### config.mk
export PLATFORM = sky130hd
export DESIGN_NAME = sram_strobe_ctrl
export DESIGN_NICKNAME = d
export VERILOG_FILES = /design/src/rtl/sram_ctrl_pkg.sv /design/src/rtl/sram_turn_guard.sv /design/src/rtl/sram_rd_capture.sv /design/src/rtl/sram_strobe_ctrl.sv
export SDC_FILE = /design/constraint.sdc
export NUM_CORES = 1
export LEC_CHECK = 0
export ABC_AREA = 1
export ABC_CLOCK_PERIOD_IN_PS = 4000
export CAP_MARGIN = 40
export CELL_PAD_IN_SITES_DETAIL_PLACEMENT = 1
export CELL_PAD_IN_SITES_GLOBAL_PLACEMENT = 1
export CORE_MARGIN = 2
export CORE_UTILIZATION = 37
export DETAILED_ROUTE_END_ITERATION = 12
export PLACE_DENSITY = 0.95
export SYNTH_ARGS = -nofsm -noshare
export SYNTH_HDL_FRONTEND = slang
export SYNTH_SLANG_ARGS = --single-unit
### constraint.sdc
create_clock -name clk -period 4 [get_ports clk]
set_clock_uncertainty 0.05 [all_clocks]
set_input_delay 0.8 -clock clk [delete_from_list [all_inputs] [get_ports clk]]
set_output_delay 0.8 -clock clk [all_outputs]
set_load 0.01 [all_outputs]
### src/rtl/sram_ctrl_pkg.sv
`timescale 1ns/1ps
package sram_ctrl_pkg;

    typedef enum logic [2:0] {
        ST_IDLE,
        ST_WTURN,
        ST_WPULSE,
        ST_WREC,
        ST_RACC
    } st_e;

    function automatic int unsigned max2(input int unsigned a, input int unsigned b);
        return (a > b) ? a : b;
    endfunction

    // cycles covering a nanosecond minimum, never fewer than one
    function automatic int unsigned ns2cyc(input int unsigned ns, input int unsigned per);
        return max2(1, (ns + per - 1) / per);
    endfunction

endpackage

### src/rtl/sram_turn_guard.sv
`timescale 1ns/1ps
module sram_turn_guard #(
    parameter int unsigned N_TURN = 4
) (
    input  logic clk,
    input  logic rst_n,
    input  logic load_i,
    output logic ready_o
);
    localparam int TW = $clog2(N_TURN + 1);

    logic [TW-1:0] cnt_d, cnt_q;

    always_comb begin
        cnt_d = cnt_q;
        if (load_i) begin
            cnt_d = TW'(N_TURN);
        end else if (cnt_q != '0) begin
            cnt_d = cnt_q - 1'b1;
        end
    end

    always_ff @(posedge clk or negedge rst_n) begin
        if (!rst_n) cnt_q <= '0;
        else        cnt_q <= cnt_d;
    end

    // one count left means the driver may switch on at the coming edge
    assign ready_o = (cnt_q <= TW'(1));
endmodule

### src/rtl/sram_rd_capture.sv
`timescale 1ns/1ps
module sram_rd_capture #(
    parameter int DATA_W = 8
) (
    input  logic              clk,
    input  logic              rst_n,
    input  logic              cap_i,
    input  logic [DATA_W-1:0] bus_i,
    output logic [DATA_W-1:0] data_o
);
    logic [DATA_W-1:0] data_d, data_q;

    always_comb begin
        data_d = cap_i ? bus_i : data_q;
    end

    always_ff @(posedge clk or negedge rst_n) begin
        if (!rst_n) data_q <= '0;
        else        data_q <= data_d;
    end

    assign data_o = data_q;
endmodule

### src/rtl/sram_strobe_ctrl.sv
`timescale 1ns/1ps
module sram_strobe_ctrl
    import sram_ctrl_pkg::*;
#(
    parameter int          ADDR_W    = 19,
    parameter int          DATA_W    = 8,
    parameter int unsigned CLK_NS    = 5,
    parameter int unsigned T_CYC_NS  = 55,
    parameter int unsigned T_WLOW_NS = 45,
    parameter int unsigned T_AW_NS   = 45,
    parameter int unsigned T_DW_NS   = 25,
    parameter int unsigned T_AACC_NS = 55,
    parameter int unsigned T_OACC_NS = 25,
    parameter int unsigned T_REL_NS  = 20
) (
    input  logic              clk,
    input  logic              rst_n,
    input  logic              req_i,
    input  logic              we_i,
    input  logic [ADDR_W-1:0] addr_i,
    input  logic [DATA_W-1:0] wdata_i,
    output logic              busy_o,
    output logic              done_o,
    output logic [DATA_W-1:0] rdata_o,
    output logic [ADDR_W-1:0] sram_addr_o,
    output logic [DATA_W-1:0] sram_dq_o,
    output logic              sram_dq_oe_o,
    input  logic [DATA_W-1:0] sram_dq_i,
    output logic              sram_ce_n_o,
    output logic              sram_we_n_o,
    output logic              sram_oe_n_o
);
    // address and data are applied at strobe start, so their setup equals the strobe
    localparam int unsigned N_WP    = max2(ns2cyc(T_WLOW_NS, CLK_NS),
                                           max2(ns2cyc(T_AW_NS, CLK_NS), ns2cyc(T_DW_NS, CLK_NS)));
    localparam int unsigned N_WC    = ns2cyc(T_CYC_NS, CLK_NS);
    localparam int unsigned N_WREC  = (N_WC > N_WP) ? (N_WC - N_WP) : 1;
    localparam int unsigned N_RD    = max2(N_WC, max2(ns2cyc(T_AACC_NS, CLK_NS), ns2cyc(T_OACC_NS, CLK_NS)));
    localparam int unsigned N_TURN  = ns2cyc(T_REL_NS, CLK_NS);
    localparam int unsigned CNT_MAX = max2(N_WP, max2(N_WREC, N_RD));
    localparam int          CNT_W   = $clog2(CNT_MAX + 1);

    typedef struct packed {
        st_e               st;
        logic [CNT_W-1:0]  cnt;
        logic [ADDR_W-1:0] addr;
        logic [DATA_W-1:0] wdata;
        logic              ce_n;
        logic              we_n;
        logic              oe_n;
        logic              dq_oe;
        logic              busy;
        logic              done;
    } regs_t;

    localparam regs_t RESET_VAL = '{
        st: ST_IDLE, cnt: '0, addr: '0, wdata: '0,
        ce_n: 1'b1, we_n: 1'b1, oe_n: 1'b1, dq_oe: 1'b0,
        busy: 1'b0, done: 1'b0
    };

    regs_t r_d, r_q;
    logic  turn_ok;
    logic  rd_end;

    always_comb begin
        r_d      = r_q;
        r_d.done = 1'b0;
        rd_end   = 1'b0;
        unique case (r_q.st)
            ST_IDLE: begin
                if (req_i) begin
                    r_d.busy  = 1'b1;
                    r_d.addr  = addr_i;
                    r_d.wdata = wdata_i;
                    if (we_i) begin
                        if (turn_ok) begin
                            r_d.st    = ST_WPULSE;
                            r_d.ce_n  = 1'b0;
                            r_d.we_n  = 1'b0;
                            r_d.dq_oe = 1'b1;
                            r_d.cnt   = CNT_W'(N_WP - 1);
                        end else begin
                            r_d.st = ST_WTURN;
                        end
                    end else begin
                        r_d.st   = ST_RACC;
                        r_d.ce_n = 1'b0;
                        r_d.oe_n = 1'b0;
                        r_d.cnt  = CNT_W'(N_RD - 1);
                    end
                end
            end
            ST_WTURN: begin
                if (turn_ok) begin
                    r_d.st    = ST_WPULSE;
                    r_d.ce_n  = 1'b0;
                    r_d.we_n  = 1'b0;
                    r_d.dq_oe = 1'b1;
                    r_d.cnt   = CNT_W'(N_WP - 1);
                end
            end
            ST_WPULSE: begin
                if (r_q.cnt == '0) begin
                    r_d.st   = ST_WREC;
                    r_d.ce_n = 1'b1;
                    r_d.we_n = 1'b1;
                    r_d.cnt  = CNT_W'(N_WREC - 1);
                end else begin
                    r_d.cnt = r_q.cnt - 1'b1;
                end
            end
            ST_WREC: begin
                if (r_q.cnt == '0) begin
                    r_d.st    = ST_IDLE;
                    r_d.dq_oe = 1'b0;
                    r_d.busy  = 1'b0;
                    r_d.done  = 1'b1;
                end else begin
                    r_d.cnt = r_q.cnt - 1'b1;
                end
            end
            ST_RACC: begin
                if (r_q.cnt == '0) begin
                    rd_end   = 1'b1;
                    r_d.st   = ST_IDLE;
                    r_d.ce_n = 1'b1;
                    r_d.oe_n = 1'b1;
                    r_d.busy = 1'b0;
                    r_d.done = 1'b1;
                end else begin
                    r_d.cnt = r_q.cnt - 1'b1;
                end
            end
            default: r_d = RESET_VAL;
        endcase
    end

    always_ff @(posedge clk or negedge rst_n) begin
        if (!rst_n) r_q <= RESET_VAL;
        else        r_q <= r_d;
    end

    sram_turn_guard #(.N_TURN(N_TURN)) u_turn (
        .clk     (clk),
        .rst_n   (rst_n),
        .load_i  (rd_end),
        .ready_o (turn_ok)
    );

    sram_rd_capture #(.DATA_W(DATA_W)) u_cap (
        .clk    (clk),
        .rst_n  (rst_n),
        .cap_i  (rd_end),
        .bus_i  (sram_dq_i),
        .data_o (rdata_o)
    );

    assign busy_o       = r_q.busy;
    assign done_o       = r_q.done;
    assign sram_addr_o  = r_q.addr;
    assign sram_dq_o    = r_q.wdata;
    assign sram_dq_oe_o = r_q.dq_oe;
    assign sram_ce_n_o  = r_q.ce_n;
    assign sram_we_n_o  = r_q.we_n;
    assign sram_oe_n_o  = r_q.oe_n;
endmodule

# After elaboration in Yosys (flattened, before gate mapping)
# Cells that the tools add are included.
# W data, S select, Z words.
[word_totals] out_inout_bits=41 inputBits=39 wordCells=83 regBits=51
[op_classes] n_reduce_logical=17 mux=31 n_addsub=2 order_cmp=1 bitwise=6 eq_ne=14
[op_table] operator="$pmux W27 S2" count=1
[op_table] operator="$mux W39" count=1
[op_table] operator="$pmux W7 S4" count=1
[op_table] operator="$reduce_and A4 Y1" count=7
[op_table] operator="$ne A2 B2 Y1 const B" count=8
[op_table] operator="$mux W3" count=5
[op_table] operator="$mux W7" count=2
[op_table] operator="$mux W4" count=3
[op_table] operator="$pmux W1 S4" count=3
[op_table] operator="$mux W1" count=8
[op_table] operator="$mux W2" count=4
[op_table] operator="$eq A3 B2 Y1 const B" count=2
[op_table] operator="$not A1 Y1" count=6
[op_table] operator="$reduce_or A2 Y1" count=3
[op_table] operator="$pmux W1 S5" count=1
[op_table] operator="$logic_not A4 Y1" count=1
[op_table] operator="$reduce_or A4 Y1" count=1
[op_table] operator="$sub A4 B1 Y4 const B" count=1
[op_table] operator="$eq A3 B1 Y1 const B" count=1
[op_table] operator="$eq A3 B3 Y1 const B" count=1
[op_table] operator="$le A3 B1 Y1 const B" count=1
[op_table] operator="$logic_not A3 Y1" count=1
[op_table] operator="$ne A3 B3 Y1 const B" count=1
[op_table] operator="$pmux W1 S3" count=1
[op_table] operator="7 further kinds" count=7

# Longest topological paths before layout
[depth] ltp_word=5 depth_mapped=9 depth_no_buf=9

# Cells and area by module
# From an unflattened synthesis, not the netlist that was laid out.
[hier_totals] cells_unflattened=333 hier_area_um2=2837.7
[by_module_without_submodules] module="sram_strobe_ctrl" cells_each=273 area_each_um2=2334.7 instances=1
[by_module_without_submodules] module="sram_rd_capture" cells_each=34 area_each_um2=305.3 instances=1
[by_module_without_submodules] module="sram_turn_guard" cells_each=26 area_each_um2=197.7 instances=1

# Worst setup path after synthesis
# Ideal clock, no wire load.
[synth_path] path_kind="in2reg" start="input req_i" end="register r_q, in the netlist sram_addr_o[18]" slack_ps=2454 cell_stages=4 n_path_buf=2 arrival_time_ps=1430 setup_time_ps=66 path_cell_list="buf_2 > clkbuf_1 > nand3_1 > nand2_1"
[synth_via] elab_chain_len=2
[synth_lines] item="from (decl)" line_no="sram_strobe_ctrl.sv:18" rtl="input logic req_i,"
[synth_lines] item="$ne A2 B2 Y1 (no source line)"
[synth_lines] item="$reduce_and A2 Y1 (no source line)"
[synth_lines] item="to (signal assigned)" line_no="sram_strobe_ctrl.sv:141" rtl="else r_q <= r_d;"
[synth_lines] item="to (decl)" line_no="sram_strobe_ctrl.sv:62" rtl="regs_t r_d, r_q;"
# Every way passes these cells.
# A chain may end at the register's enable or synchronous reset.

# Worst setup path in the final report
[layout_path] start="register r_q, in the netlist sram_we_n_o" end="output sram_we_n_o"
[layout_rtl] item="to (decl)" line_no="sram_strobe_ctrl.sv:30" rtl="output logic sram_we_n_o,"
# No word-level cell between the ends.

==> results.cfg <==
[synthesis]
synth.area.top_cells = dfrtp_1 44%, nand2_1 14%, nand3_1 12%
synthDominantCellAreaShare_pct = 43.68
synth_nets = 382
yosysWarnings = 0
synthesis.area_um2 = 2750
top_count_cell_post_synth = nand2_1
synth.ff_latch_count = 51
synth.top_cells.by_count = 100 x nand2_1, 67 x nand3_1, 48 x dfrtp_1
number_of_flops_mapped_to_enable_cells_by_yosys = 0
post-synth-top-area-cell = dfrtp_1
yosysSeqAreaShare_pct = 46.54
synth.avg_cell_area_um2 = 8.137
ys_types = 28
netlist_instances = 338
asyncSetResetFlopFracSynth_pct = 100.0
yosys_most_used_dff = dfrtp_1

[clocking]
clock-sinks = 51
cts-root-to-sink-buffers = 2
h-tree-depth = 2
tritoncts = done
ctsHoldBuffers = 0
cts_root_buf = clkbuf_8
clk_pin_slew_ns = 0.10
cts-resized-gates = 0
worstSkewPairLatency_ns = 0.31
postCtsSetupBuffers = 0
cts_made_buffers = 5

[floorplan]
die_width_um = 90.22
num_io_pins = 80
die_height_um = 90.22
std_cell_rows = 31
fp.dieArea_um2 = 8139
initial_core_util_pct = 38.12
fp.coreArea_um2 = 7214

[timing]
rsz_0062_raised_after_global_routing = no
hold_violations = 0
fin_crit_sh_pct = 56.42
final_max_slew_viol_count = 0
report.final.setup_viol = 0
postLayoutSetupSlackWorst_ns = 1.743
fmax_mhz = 443.1
setup-tns-final_ns = 0
timing_worst_slew_pin_value_ns = 0.7860
worst_max_slew_margin_expressed_relative_to_the_limit_pct = 47.60
period_needed_ns = 2.257

[final_layout]
fraction_of_layout_cells_with_a_size_suffix_above_1_pct = 9.254
areaGrowthSynthToFinish_pct = 26.98
filler_cell_count = 888
layout.nets = 432
fin_cells = 488
num_antenna_cells = 0

[route]
via_count = 2406
drtAntennaViolNets = 0
drc = 0
drt_pass1_iterations = 4
dr.first_iter.drc_count = 86
wl_per_cell_um = 15.12
finalWirelength_um = 7379
via_cell_ratio = 4.930

[grt]
wire_length_of_the_first_global_routing_pass_um = 12690
globalRoute.busiestLayer = met2
grt_overflow = 0
grt_max_degree = 35
gr-usage-all-layers_pct = 19.15
number_of_antenna_violations_at_the_first_check_in_global_routing = 0
groute.layer.met1.usage_pct = 23.56
vias_in_the_first_global_route = 2589
use_met2_pct = 33.65
grt.met3_usage_pct = 3.940

[place]
placement.setup.worst_slack_ns = 1.501
dp.cells = 480
gpl.final_weighted_congestion = 0.8875
detailed_place_hpwl_um = 5630
portBuffers = 79

[critical_path]
critical_path_buf_inv_count = 1
max_stage_delay_ns = 0.56
crit_path_cell_chain = clkdlybuf4s50_1
timing.setup.critical_path_class = reg2out
worst_setup_path_end_kind = primary output
startpoint_type = register
worst-path-max-fanout = 2
cp_slowest_cell = dfstp_2
cp_data_required_time_ns = 3.15
worst_ep_arrival_time_ns = 1.41
crit_family = flip-flops

[run_status]
outcome = completed

[flow_run]
max_cap_viol_count = 0

[worst_hold_path]
timing.hold.worst.class = reg2reg

[power]
p_leak_nw = 1.731
vdd_drop_max_mv = 0.3023
pwr_density_cell_nw_per_um2 = 789.8
## cell type report
type	count	area, µm²	area share (%)
Inverter	21	78.83	2.257
Multi-Input combinational cell	227	1106	31.67
Clock buffer	5	68.82	1.971
Sequential cell	51	1280	36.65
Clock inverter	3	18.77	0.5374
Tap cell	99	123.9	3.547
Timing Repair Buffer	82	815.8	23.36
## report_power, final
group	total, mW	switching (mW)	internal [mW]
Combinational	1.51	0.846	0.663
Clock	0.306	0.182	0.124
Sequential	0.943	0.180	0.763
## worst min-delay path, cell delays in order, from the launching register on
cell	delay, ns
dfrtp_1	0.35
nand2_1	0.06
nand2_1	0.05
## cell usage in the layout (no fill, tap or decap), drive strengths merged, types with 2 or more instances in the layout
cell type,Yosys,routed
dfstp,3,3
buf,37,4
inv,21,22
nand2,107,107
o21ai,12,12
clkdlybuf4s50,0,78
nor2,22,22
nand3,68,68
clkinv,0,2
ha,5,5
dfrtp,48,48
clkbuf,2,5
xor2,2,2
a21oi,6,6
## cell families after synthesis
kind of cell / Yosys count / share of synthesized area, %
AO/OA/AOI/OAI: 22 / 4.641
AND/OR/NAND/NOR: 198 / 32.67
adder cells (fa/ha/maj): 5 / 2.275
buffers and inverters: 60 / 13.24
XOR/XNOR: 2 / 0.6371
flip-flops: 51 / 46.54
## worst paths after layout
kind / from / endpoint / slack [ns] / cells after the start
worst max-delay path: sram_we_n_o / sram_we_n_o / 1.74 / 1
worst min-delay path: r_q[33] / r_q[33] / 0.43 / 2
worst max register to register: r_q[39] / sram_addr_o[13] / 1.99 / 6
worst min register to register: r_q[33] / r_q[33] / 0.43 / 2
max in group asynchronous: rst_n / sram_oe_n_o / 2.57 / 2
min in group asynchronous: rst_n / u_cap.data_o[3] / 0.51 / 1
## sequential cells by signal, summed over array words and instances, names as in the netlist
name / count
sram_addr_o: 19
sram_dq_o: 8
u_cap.data_o: 8
r_q: 7
u_turn.cnt_q: 3
busy_o: 1
done_o: 1
sram_ce_n_o: 1
sram_dq_oe_o: 1
sram_oe_n_o: 1
sram_we_n_o: 1
## stage by stage
stage	util [%]	hold WS (ns)	area [µm²]	total power, mW
final	48.40	0.4347	3492	2.758
after detailed placement	47.19	0.4137	3405	2.477
after floorplan	-	0.3919	2750	2.000
after global placement	46.98	0.4062	3390	2.378
after global routing	48.40	0.4652	3492	3.004
after CTS	48.40	0.4358	3492	2.790
## routing by layer
metal	routed length (µm)	vias up	part of all wire, %
li1	-	1157	-
met3	314	13	4.3
met1	3210	1179	44
met2	3703	57	50
met5	0	-	0
met4	151	0	2.0
(Power assumes the default switching activity.)
